`src/rtl/jtag_tap_pkg.sv`:
```
package jtag_tap_pkg;

    localparam int IR_W = 4;

    typedef enum logic [3:0] {
        ST_RESET, ST_IDLE,
        ST_SEL_DR, ST_CAP_DR, ST_SH_DR, ST_EX1_DR, ST_PAU_DR, ST_EX2_DR, ST_UPD_DR,
        ST_SEL_IR, ST_CAP_IR, ST_SH_IR, ST_EX1_IR, ST_PAU_IR, ST_EX2_IR, ST_UPD_IR
    } tap_state_e;

    localparam logic [IR_W-1:0] OP_EXTEST = 4'b0000;
    localparam logic [IR_W-1:0] OP_SAMPLE = 4'b0011;
    localparam logic [IR_W-1:0] OP_CLAMP  = 4'b0101;
    localparam logic [IR_W-1:0] OP_CLAMPZ = 4'b1001;
    localparam logic [IR_W-1:0] OP_INTEST = 4'b1100;
    localparam logic [IR_W-1:0] OP_IDCODE = 4'b1110;
    localparam logic [IR_W-1:0] IR_CAPT   = 4'b0001;

    typedef enum logic [1:0] {
        SEL_BYPASS = 2'd0,
        SEL_BSR    = 2'd1,
        SEL_ID     = 2'd2
    } dr_sel_e;

    typedef struct packed {
        dr_sel_e sel;
        logic    pin_test;
        logic    core_test;
        logic    hiz;
    } ir_dec_t;

    function automatic ir_dec_t decode_op(input logic [IR_W-1:0] op);
        ir_dec_t r;
        r = '{sel: SEL_BYPASS, pin_test: 1'b0, core_test: 1'b0, hiz: 1'b0};
        case (op)
            OP_EXTEST: begin r.sel = SEL_BSR; r.pin_test = 1'b1; end
            OP_SAMPLE: r.sel = SEL_BSR;
            OP_INTEST: begin r.sel = SEL_BSR; r.core_test = 1'b1; end
            OP_CLAMP:  r.pin_test = 1'b1;
            OP_CLAMPZ: begin r.pin_test = 1'b1; r.hiz = 1'b1; end
            OP_IDCODE: r.sel = SEL_ID;
            default:   r.sel = SEL_BYPASS;
        endcase
        return r;
    endfunction

endpackage

```
`src/rtl/tap_fsm.sv`:
```
module tap_fsm
    import jtag_tap_pkg::*;
(
    input  logic       tck,
    input  logic       trst_n,
    input  logic       tms,
    output tap_state_e state_q
);
    tap_state_e state_d;

    always_comb begin
        state_d = state_q;
        case (state_q)
            ST_RESET:  state_d = tms ? ST_RESET  : ST_IDLE;
            ST_IDLE:   state_d = tms ? ST_SEL_DR : ST_IDLE;
            ST_SEL_DR: state_d = tms ? ST_SEL_IR : ST_CAP_DR;
            ST_CAP_DR: state_d = tms ? ST_EX1_DR : ST_SH_DR;
            ST_SH_DR:  state_d = tms ? ST_EX1_DR : ST_SH_DR;
            ST_EX1_DR: state_d = tms ? ST_UPD_DR : ST_PAU_DR;
            ST_PAU_DR: state_d = tms ? ST_EX2_DR : ST_PAU_DR;
            ST_EX2_DR: state_d = tms ? ST_UPD_DR : ST_SH_DR;
            ST_UPD_DR: state_d = tms ? ST_SEL_DR : ST_IDLE;
            ST_SEL_IR: state_d = tms ? ST_RESET  : ST_CAP_IR;
            ST_CAP_IR: state_d = tms ? ST_EX1_IR : ST_SH_IR;
            ST_SH_IR:  state_d = tms ? ST_EX1_IR : ST_SH_IR;
            ST_EX1_IR: state_d = tms ? ST_UPD_IR : ST_PAU_IR;
            ST_PAU_IR: state_d = tms ? ST_EX2_IR : ST_PAU_IR;
            ST_EX2_IR: state_d = tms ? ST_UPD_IR : ST_SH_IR;
            ST_UPD_IR: state_d = tms ? ST_SEL_DR : ST_IDLE;
            default:   state_d = ST_RESET;
        endcase
    end

    always_ff @(posedge tck or negedge trst_n) begin
        if (!trst_n) state_q <= ST_RESET;
        else         state_q <= state_d;
    end
endmodule

```
`src/rtl/tap_ir.sv`:
```
module tap_ir
    import jtag_tap_pkg::*;
(
    input  logic            tck,
    input  logic            trst_n,
    input  tap_state_e      state,
    input  logic            tdi,
    output logic [IR_W-1:0] ir_hold,
    output logic [IR_W-1:0] ir_shift
);
    typedef struct packed {
        logic [IR_W-1:0] sr;
        logic [IR_W-1:0] hold;
    } ir_regs_t;

    ir_regs_t r_d, r_q;

    always_comb begin
        r_d = r_q;
        case (state)
            ST_RESET:  r_d.hold = OP_IDCODE;
            ST_CAP_IR: r_d.sr   = IR_CAPT;
            ST_SH_IR:  r_d.sr   = {tdi, r_q.sr[IR_W-1:1]};
            ST_UPD_IR: r_d.hold = r_q.sr;
            default:   ;
        endcase
    end

    always_ff @(posedge tck or negedge trst_n) begin
        if (!trst_n) r_q <= '{sr: IR_CAPT, hold: OP_IDCODE};
        else         r_q <= r_d;
    end

    assign ir_hold  = r_q.hold;
    assign ir_shift = r_q.sr;
endmodule

```
`src/rtl/tap_dr.sv`:
```
module tap_dr
    import jtag_tap_pkg::*;
#(
    parameter int          ID_W       = 32,
    parameter logic [31:0] IDCODE_VAL = 32'h1B5C_3E2F
) (
    input  logic       tck,
    input  logic       trst_n,
    input  tap_state_e state,
    input  dr_sel_e    sel,
    input  logic       tdi,
    output logic       bypass_bit,
    output logic       id_out
);
    typedef struct packed {
        logic            byp;
        logic [ID_W-1:0] id;
    } dr_regs_t;

    dr_regs_t r_d, r_q;

    always_comb begin
        r_d = r_q;
        if (state == ST_CAP_DR) begin
            if (sel == SEL_BYPASS) r_d.byp = 1'b0;
            if (sel == SEL_ID)     r_d.id  = IDCODE_VAL[ID_W-1:0];
        end else if (state == ST_SH_DR) begin
            if (sel == SEL_BYPASS) r_d.byp = tdi;
            if (sel == SEL_ID)     r_d.id  = {tdi, r_q.id[ID_W-1:1]};
        end
    end

    always_ff @(posedge tck or negedge trst_n) begin
        if (!trst_n) r_q <= '0;
        else         r_q <= r_d;
    end

    assign bypass_bit = r_q.byp;
    assign id_out     = r_q.id[0];
endmodule

```
`src/rtl/jtag_tap.sv`:
```
module jtag_tap
    import jtag_tap_pkg::*;
#(
    parameter int          ID_W       = 32,
    parameter logic [31:0] IDCODE_VAL = 32'h1B5C_3E2F
) (
    input  logic       tck,
    input  logic       trst_n,
    input  logic       tms,
    input  logic       tdi,
    input  logic       bsr_tdo,
    output logic       tdo,
    output logic       tdo_en,
    output logic       capture_dr,
    output logic       shift_dr,
    output logic       update_dr,
    output logic [1:0] dr_sel,
    output logic       bs_pin_test,
    output logic       bs_core_test,
    output logic       bs_hiz
);
    typedef struct packed {
        logic tdo;
        logic en;
    } out_regs_t;

    tap_state_e      tap_state;
    logic [IR_W-1:0] ir_hold;
    logic [IR_W-1:0] ir_shift;
    logic            bypass_bit;
    logic            id_out;
    ir_dec_t         dec;
    out_regs_t       o_d, o_q;

    tap_fsm u_fsm (
        .tck     (tck),
        .trst_n  (trst_n),
        .tms     (tms),
        .state_q (tap_state)
    );

    tap_ir u_ir (
        .tck      (tck),
        .trst_n   (trst_n),
        .state    (tap_state),
        .tdi      (tdi),
        .ir_hold  (ir_hold),
        .ir_shift (ir_shift)
    );

    assign dec = decode_op(ir_hold);

    tap_dr #(
        .ID_W       (ID_W),
        .IDCODE_VAL (IDCODE_VAL)
    ) u_dr (
        .tck        (tck),
        .trst_n     (trst_n),
        .state      (tap_state),
        .sel        (dec.sel),
        .tdi        (tdi),
        .bypass_bit (bypass_bit),
        .id_out     (id_out)
    );

    always_comb begin
        o_d.en = (tap_state == ST_SH_DR) || (tap_state == ST_SH_IR);
        if (tap_state == ST_SH_IR) begin
            o_d.tdo = ir_shift[0];
        end else begin
            case (dec.sel)
                SEL_BSR: o_d.tdo = bsr_tdo;
                SEL_ID:  o_d.tdo = id_out;
                default: o_d.tdo = bypass_bit;
            endcase
        end
    end

    always_ff @(negedge tck or negedge trst_n) begin
        if (!trst_n) o_q <= '0;
        else         o_q <= o_d;
    end

    assign tdo          = o_q.tdo;
    assign tdo_en       = o_q.en;
    assign capture_dr   = (tap_state == ST_CAP_DR);
    assign shift_dr     = (tap_state == ST_SH_DR);
    assign update_dr    = (tap_state == ST_UPD_DR);
    assign dr_sel       = dec.sel;
    assign bs_pin_test  = dec.pin_test;
    assign bs_core_test = dec.core_test;
    assign bs_hiz       = dec.hiz;
endmodule

```
`config.mk`:
```
export PLATFORM = sky130hd
export DESIGN_NAME = jtag_tap
export DESIGN_NICKNAME = d
export VERILOG_FILES = /design/src/rtl/jtag_tap_pkg.sv /design/src/rtl/tap_fsm.sv /design/src/rtl/tap_ir.sv /design/src/rtl/tap_dr.sv /design/src/rtl/jtag_tap.sv
export SDC_FILE = /design/constraint.sdc
export NUM_CORES = 1
export LEC_CHECK = 0
export ABC_AREA = 1
export BUFFER_PORTS_ARGS = -buffer_cell sky130_fd_sc_hd__buf_2
export CORE_ASPECT_RATIO = 1.1
export CORE_UTILIZATION = 35
export CTS_CLUSTER_SIZE = 12
export DETAILED_ROUTE_END_ITERATION = 8
export PLACE_DENSITY = 0.5
export SYNTH_ARGS = -nofsm -noshare
export SYNTH_HDL_FRONTEND = slang
export SYNTH_SLANG_ARGS = --single-unit
```
`constraint.sdc`:
```
create_clock -name tck -period 2.4 [get_ports tck]
set_input_delay 0.24 -clock tck [delete_from_list [all_inputs] [get_ports tck]]
set_output_delay 0.24 -clock tck [all_outputs]
set_load 0.01 [all_outputs]
```
==> results.tsv, run 1 <==
stage	metric	value	unit
clocking	CTS tree	done	
clocking	Sink Count	47	
final_layout	commonest non-fill, non-tap cell in the layout	nand2_1	
final_layout	share of cells above drive strength 1	31.67	%
critical_path	r2r startpoint	u_ir.ir_hold[2]	
global_route	met2 Resource Use GR	25.25	%
sta	Final setup violation count	1	
critical_path	R2R Path End	tdo	
final_layout	Core Util, Final	44.21	%
clocking	clk buf depth	2	
die	Core Region	6306	um^2
placement	placed wire-length estimate	3183	um
drt	Initial DRT Pass Iterations	4	
critical_path	CP Launch Type	register	
critical_path	Crit Path Class	register to register	
clocking	root buffer cell	clkbuf_8	
die	I/O Pins	15	
power_and_ir_drop	maximum vdd drop	0.0005486	V
sta	worst hold slack	0.2192	ns
drt	Residual DRC	0	
global_route	vias in the first global route	1783	
global_route	global-route track usage on met3	3.229	%
global_route	pin count of the biggest net entering global routing	30	
critical_path	Crit. End Element	register	
sta	Final Worst Setup Slack	-0.4502	ns
power_and_ir_drop	LEAKAGE	1.394	nW
outcome	failing checks	setup timing	
synthesis	Syn Inst Count	263	
drt	initial drt markers	109	
die	die area	6998	um^2
synthesis	syn avg cell area	8.873	um^2
drt	final antenna-violating net count	0	
synthesis	Distinct cells, synth	27	
clocking	worst skew pair latency	0.30	ns
sta	Final Skew	0.009559	ns
outcome	outcome	complete, but fails checks	
synthesis	syn_nets	272	
final_layout	Final #Nets	308	
sta	Relative slew margins	75.20	%
critical_path	WP data required	1.34	ns
die	Die Y	87.64	um
clocking	Reg clk slew, reported paths	0.09	ns
placement	GPL Wtd Cong	0.8793	
min_path	Hold Path Origin	tdi	
min_path	hold path endpoint	u_ir.ir_shift[3]	
sta	fin. max-slew vios	0	
die	# rows	30	
clocking	CTS Buf Count	5	
drt	Vias	1796	
sta	worst slew pin tran	0.3720	ns
placement	Buffers on Ports	14	
synthesis	sequential area share after synthesis	50.62	%
power_and_ir_drop	pwr/cell area	1288	nW/um^2
job	# Max-Cap Violations	0	
die	Initial Utilization	37.00	%
drt	final wirelength	4437	um
synthesis	synth warn	0	
synthesis	Yosys reg bits	47	
critical_path	CP max FO	3	
global_route	initial antenna violation count	0	
global_route	busiest grt layer	met2	
sta	final hold vios	0	
min_path	worst hold path class	input pin to register	
global_route	global route overflow	0	
critical_path	worst path arrival time	1.79	ns
drt	Avg Vias per Cell	4.726	
clocking	Post-CTS Setup Repair Bufs	0	
synthesis	Syn Std Cell Area	2333	um^2
global_route	grt met1 use	17.63	%
global_route	GRT Overall Usage	14.66	%
global_route	first-pass GRT wire length	7914	um
min_path	Hold Path Stages	3	
critical_path	setup slack, reg-to-reg	-0.45	ns
final_layout	ANT cells	0	
die	Die X	79.85	um
final_layout	synthesis-to-finish area growth	19.46	%
final_layout	most frequent cells in the layout	nand2_1, dfrtp_1, nor2_1, o21ai_2, inv_1	
drt	drt wl/cell	11.68	um
critical_path	reg2reg path depth	9	
clocking	htree depth	2	
sta	RSZ-0062 raised after global routing	true	
state kept, by name, summed over array words and instances, names as in the netlist:
signal and flops:
u_ir.ir_hold 4, tdo 1, u_dr.r_q 31, u_dr.bypass_bit 1
tdo_en 1, u_fsm.state_q 4, u_dr.id_out 1, u_ir.ir_shift 4
report_power, final:
| part | internal (mW) | switching (mW) | leakage (nW) |
|---|---|---|---|
| Clock | 0.337 | 0.263 | 0.0612 |
| Combinational | 0.693 | 1.05 | 0.722 |
| Sequential | 1.10 | 0.149 | 0.612 |
cells by family after synthesis:
family                   Yosys count  share of synthesized area, %
flip-flops                        47                         50.62
buffers and inverters             32                         7.400
AND/OR/NAND/NOR                  126                         22.36
AO/OA/AOI/OAI                     54                         17.48
adder cells (fa/ha/maj)            4                         2.145
metal layers:
| layer | vias to the layer above | wire length (um) |
|---|---|---|
| li1 | 909 | - |
| met1 | 847 | 2031 |
| met2 | 29 | 2173 |
| met3 | 11 | 137 |
| met4 | 0 | 95 |
| met5 | - | 0 |
what timing repair did:
item	in CTS	in global routing
endpoints found under the setup margin	1	1
hold endpoints to repair	12	0
pin swaps	1	2
hold buffers	1	0
gates resized for setup	2	3
worst max-delay path, cell delays in order, from the launching register on:
cell and delay, ns:
dfstp_2 0.58, nand2_4 0.07, nor3_4 0.21, a31oi_4 0.06, inv_1 0.07, ha_1 0.22
inv_1 0.07, nand3_1 0.06, o211ai_1 0.08, o21ai_1 0.08
worst max-delay path by stage:
| stage | from | endpoint | slack [ns] | cells past startpoint |
|---|---|---|---|---|
| after floorplan | u_ir.ir_hold[2] | tdo | -0.45 | 9 |
| after global placement | u_ir.ir_hold[1] | tdo | -0.47 | 8 |
| after detailed placement | u_ir.ir_hold[1] | tdo | -0.49 | 8 |
| after CTS | u_ir.ir_hold[2] | tdo | -0.47 | 9 |
| after global routing | u_ir.ir_hold[2] | tdo | -0.54 | 9 |
| final | u_ir.ir_hold[2] | tdo | -0.45 | 9 |
stage by stage:
stage | TNS [ns] | instances | total power [mW] | worst slack [ns] | cell area (um^2)
floorplan | -0.4490 | 263 | 2.579 | -0.4490 | 2362
global placement | -0.4671 | 371 | 3.002 | -0.4671 | 2643
detailed placement | -0.4881 | 371 | 3.016 | -0.4881 | 2643
CTS | -0.4703 | 380 | 3.647 | -0.4703 | 2778
global route | -0.5406 | 380 | 3.910 | -0.5406 | 2788
finish | -0.4502 | 380 | 3.590 | -0.4502 | 2788
final cells by class:
| type | instances | area (um^2) |
|---|---|---|
| Timing Repair Buffer | 37 | 270.3 |
| Tap cell | 80 | 100.1 |
| Clock buffer | 6 | 82.58 |
| Fill cell | 625 | 3518 |
| Inverter | 24 | 92.59 |
| Multi-Input combinational cell | 184 | 1026 |
| Sequential cell | 47 | 1181 |
| Clock inverter | 2 | 35.03 |
cells in the mapped netlist:
library cell | number | area share [%]
nand2_2 | 1 | 0.27
o211ai_1 | 1 | 0.32
dfstp_2 | 4 | 4.5
inv_4 | 1 | 0.27
nor2_2 | 1 | 0.27
o21ai_2 | 32 | 12
inv_1 | 21 | 3.4
nand2_4 | 3 | 1.4
buf_4 | 1 | 0.32
o22ai_1 | 3 | 0.80
nor3_1 | 2 | 0.43
dfrtn_1 | 2 | 2.1
nand3_1 | 9 | 1.9
ha_1 | 4 | 2.1
nand2_1 | 75 | 12
a31oi_1 | 2 | 0.54
inv_2 | 2 | 0.32
buf_6 | 6 | 2.9
o21ai_0 | 9 | 1.9
nor2_4 | 1 | 0.48
nor2_1 | 34 | 5.5
o22a_1 | 1 | 0.38
o31ai_1 | 1 | 0.32
o21bai_1 | 1 | 0.32
buf_2 | 1 | 0.21
dfrtp_1 | 41 | 44
a21oi_1 | 4 | 0.86
Power figures use the tool's default switching activity.
==> run 2: changes to the inputs <==
Clock period 2.4 ns to 2.7 ns, I/O delays scaled along.
==> results.tsv, run 2 (same netlist as run 1, synthesis figures left out) <==
stage	metric	value	unit	change
die	Core Region	6306	um^2	unchanged
sta	Final setup violation count	1		unchanged
drt	Residual DRC	0		unchanged
critical_path	worst path arrival time	1.77	ns	-0.02 ns
global_route	first-pass GRT wire length	7659	um	-3.2%
clocking	Sink Count	47		unchanged
critical_path	CP delay by family, top	flip-flops		
placement	placed cells	363		-2.2%
critical_path	Bufs and invs on worst path	2		unchanged
drt	final wirelength	4386	um	-1.1%
min_path	Hold Path Origin	tdi		
clocking	clk buf depth	2		unchanged
global_route	pin count of the biggest net entering global routing	65		+120%
die	Die X	79.85	um	unchanged
placement	placed wire-length estimate	2934	um	-7.8%
placement	Buffers on Ports	14		unchanged
final_layout	layout filler cell count	640		+2.4%
critical_path	WP data required	1.50	ns	+0.16 ns
die	# rows	30		unchanged
min_path	worst hold path class	input pin to register		
power_and_ir_drop	LEAKAGE	1.355	nW	-2.8%
drt	initial drt markers	69		-37%
final_layout	Biggest register	u_dr.r_q		
sta	RSZ-0062 raised after global routing	true		
drt	metal2 WL	2155	um	-0.83%
critical_path	CP max FO	3		unchanged
critical_path	worst path cell trace	nand2_4, nor3_4, a31oi_4, inv_2, ha_4, inv_2, nand3_2, o211ai_1, o21ai_1		
die	I/O Pins	15		unchanged
drt	Avg Vias per Cell	4.628		-2.1%
final_layout	ANT cells	0		unchanged
critical_path	Crit Path Class	register to register		
critical_path	CP Launch Type	register		
global_route	vias in the first global route	1713		-3.9%
outcome	outcome	complete, but fails checks		
sta	fin. max-slew vios	0		unchanged
global_route	global route overflow	0		unchanged
critical_path	CP max stage cell	dfstp_2		
final_layout	most frequent cells in the layout	nand2_1, dfrtp_1, nor2_1, o21ai_2, inv_1		
sta	Final Skew	0.009087	ns	-0.0004714 ns
die	Die Y	87.64	um	unchanged
critical_path	Crit. End Element	register		
drt	final antenna-violating net count	0		unchanged
outcome	failing checks	setup timing		
sta	Relative slew margins	67.71	%	-7.5 points
die	die area	6998	um^2	unchanged
power_and_ir_drop	total power	3.124	mW	-13%
drt	top layer reached by signal wires	met4		
die	Initial Utilization	37.00	%	unchanged
clocking	CTS Buf Count	5		unchanged
final_layout	share of cells above drive strength 1	31.63	%	-0.034 points
critical_path	r2r startpoint	u_ir.ir_hold[2]		
sta	final hold vios	0		unchanged
final_layout	max reg flops	31		unchanged
clocking	root buffer cell	clkbuf_8		
critical_path	slowest cell delay on critical path	0.57	ns	about the same
final_layout	commonest non-fill, non-tap cell in the layout	nand2_1		
final_layout	multi-input logic area	1039	um^2	+1.2%
drt	drt wl/cell	11.73	um	+0.44%
placement	pre-CTS setup slack	-0.3434	ns	+0.1447 ns
final_layout	final std cells w/o fill	374		-1.6%
sta	TNS Setup	-0.2665	ns	+0.1838 ns
power_and_ir_drop	pwr/cell area	1139	nW/um^2	-12%
drt	Initial DRT Pass Iterations	4		unchanged
job	# Max-Cap Violations	0		unchanged
critical_path	crit path launch	u_ir.ir_hold[2]		
drt	metal1 wirelength	2083	um	+2.6%
sta	Final Worst Setup Slack	-0.2665	ns	+0.1838 ns
drt	Vias	1731		-3.6%
global_route	GRT Overall Usage	14.24	%	-0.42 points
power_and_ir_drop	maximum vdd drop	0.0003966	V	-28%
critical_path	CP dominant cell by count	inv_2		
clocking	htree depth	2		unchanged
placement	GPL Wtd Cong	0.8265		-6.0%
clocking	Reg clk slew, reported paths	0.09	ns	about the same
clocking	CTS tree	done		
final_layout	register area	1181	um^2	unchanged
clocking	worst skew pair latency	0.30	ns	about the same
drt	met3 WL	117	um	-15%
final_layout	Core Util, Final	43.47	%	-0.73 points
final_layout	synthesis-to-finish area growth	17.48	%	
global_route	initial antenna violation count	0		unchanged
final_layout	Final #Nets	302		-1.9%
sta	worst slew pin tran	0.4843	ns	+0.1123 ns
[run 2: cell count changes in the layout (fill, tap and decap cells not counted), moves of 2 or more]
cell   change
buf_4      -5
ha_1       -2
inv_1      -2
inv_2      +2
[run 2: metrics by stage]
step | hold WS, ns | cell area [um^2]
5_1_grt | 0.2586 | 2741
6_report | 0.2461 | 2741
3_3_place_gp | 0.2636 | 2570
2_1_floorplan | -0.02559 | 2362
4_1_cts | 0.2401 | 2704
3_5_place_dp | 0.2694 | 2570
[run 2: worst reg2reg max path: cells and delay by family, from the launching register on]
| kind | cells | cell delay (ns) |
|---|---|---|
| buffers and inverters | 2 | 0.13 |
| AO/OA/AOI/OAI | 3 | 0.22 |
| flip-flops | 1 | 0.57 |
| adder cells (fa/ha/maj) | 1 | 0.19 |
| AND/OR/NAND/NOR | 3 | 0.34 |
[run 2: timing repair]
| item | in CTS | in global routing |
|---|---|---|
| hold buffers | 1 | 0 |
| gates resized for setup | 2 | 6 |
| cloned | 0 | 0 |
| buffers inserted | 0 | 2 |
| hold endpoints to repair | 17 | 0 |
| setup endpoints to repair | 1 | 1 |
| pin swaps | 1 | 3 |
[run 2: cell type report]
class                   instances  share of cell area, %
multi-input cells             184                  37.88
inverters                      24                  3.377
clock buffers                   5                  2.510
flip-flops and latches         47                  43.09
repair buffers                 31                  7.759
well taps                      80                  3.651
clock inverters                 3                  1.734
[run 2: worst paths after layout]
check | to | slack, ns | cells after the start
worst max-delay path | tdo | -0.27 | 9
worst min-delay path | u_ir.ir_shift[3] | 0.25 | 3
worst max register to register | tdo | -0.27 | 9
worst min register to register | u_dr.r_q[18] | 0.49 | 2
max in group asynchronous | tdo | 0.65 | 2
min in group asynchronous | u_fsm.state_q[1] | 0.45 | 2
[run 2: where the power goes]
part	leakage (nW)	total [mW]	switching, mW	internal, mW
registers	0.612	1.13	0.155	0.975
logic	0.685	1.46	0.907	0.552
clock network	0.0587	0.534	0.253	0.281
[run 2: per-layer routing]
metal / global-route usage (%) / up-vias
met2: 24.63 / 18
met4: 4.870 / 0
met3: 3.438 / 2
met5: 0 / -
met1: 17.38 / 813
li1: - / 898
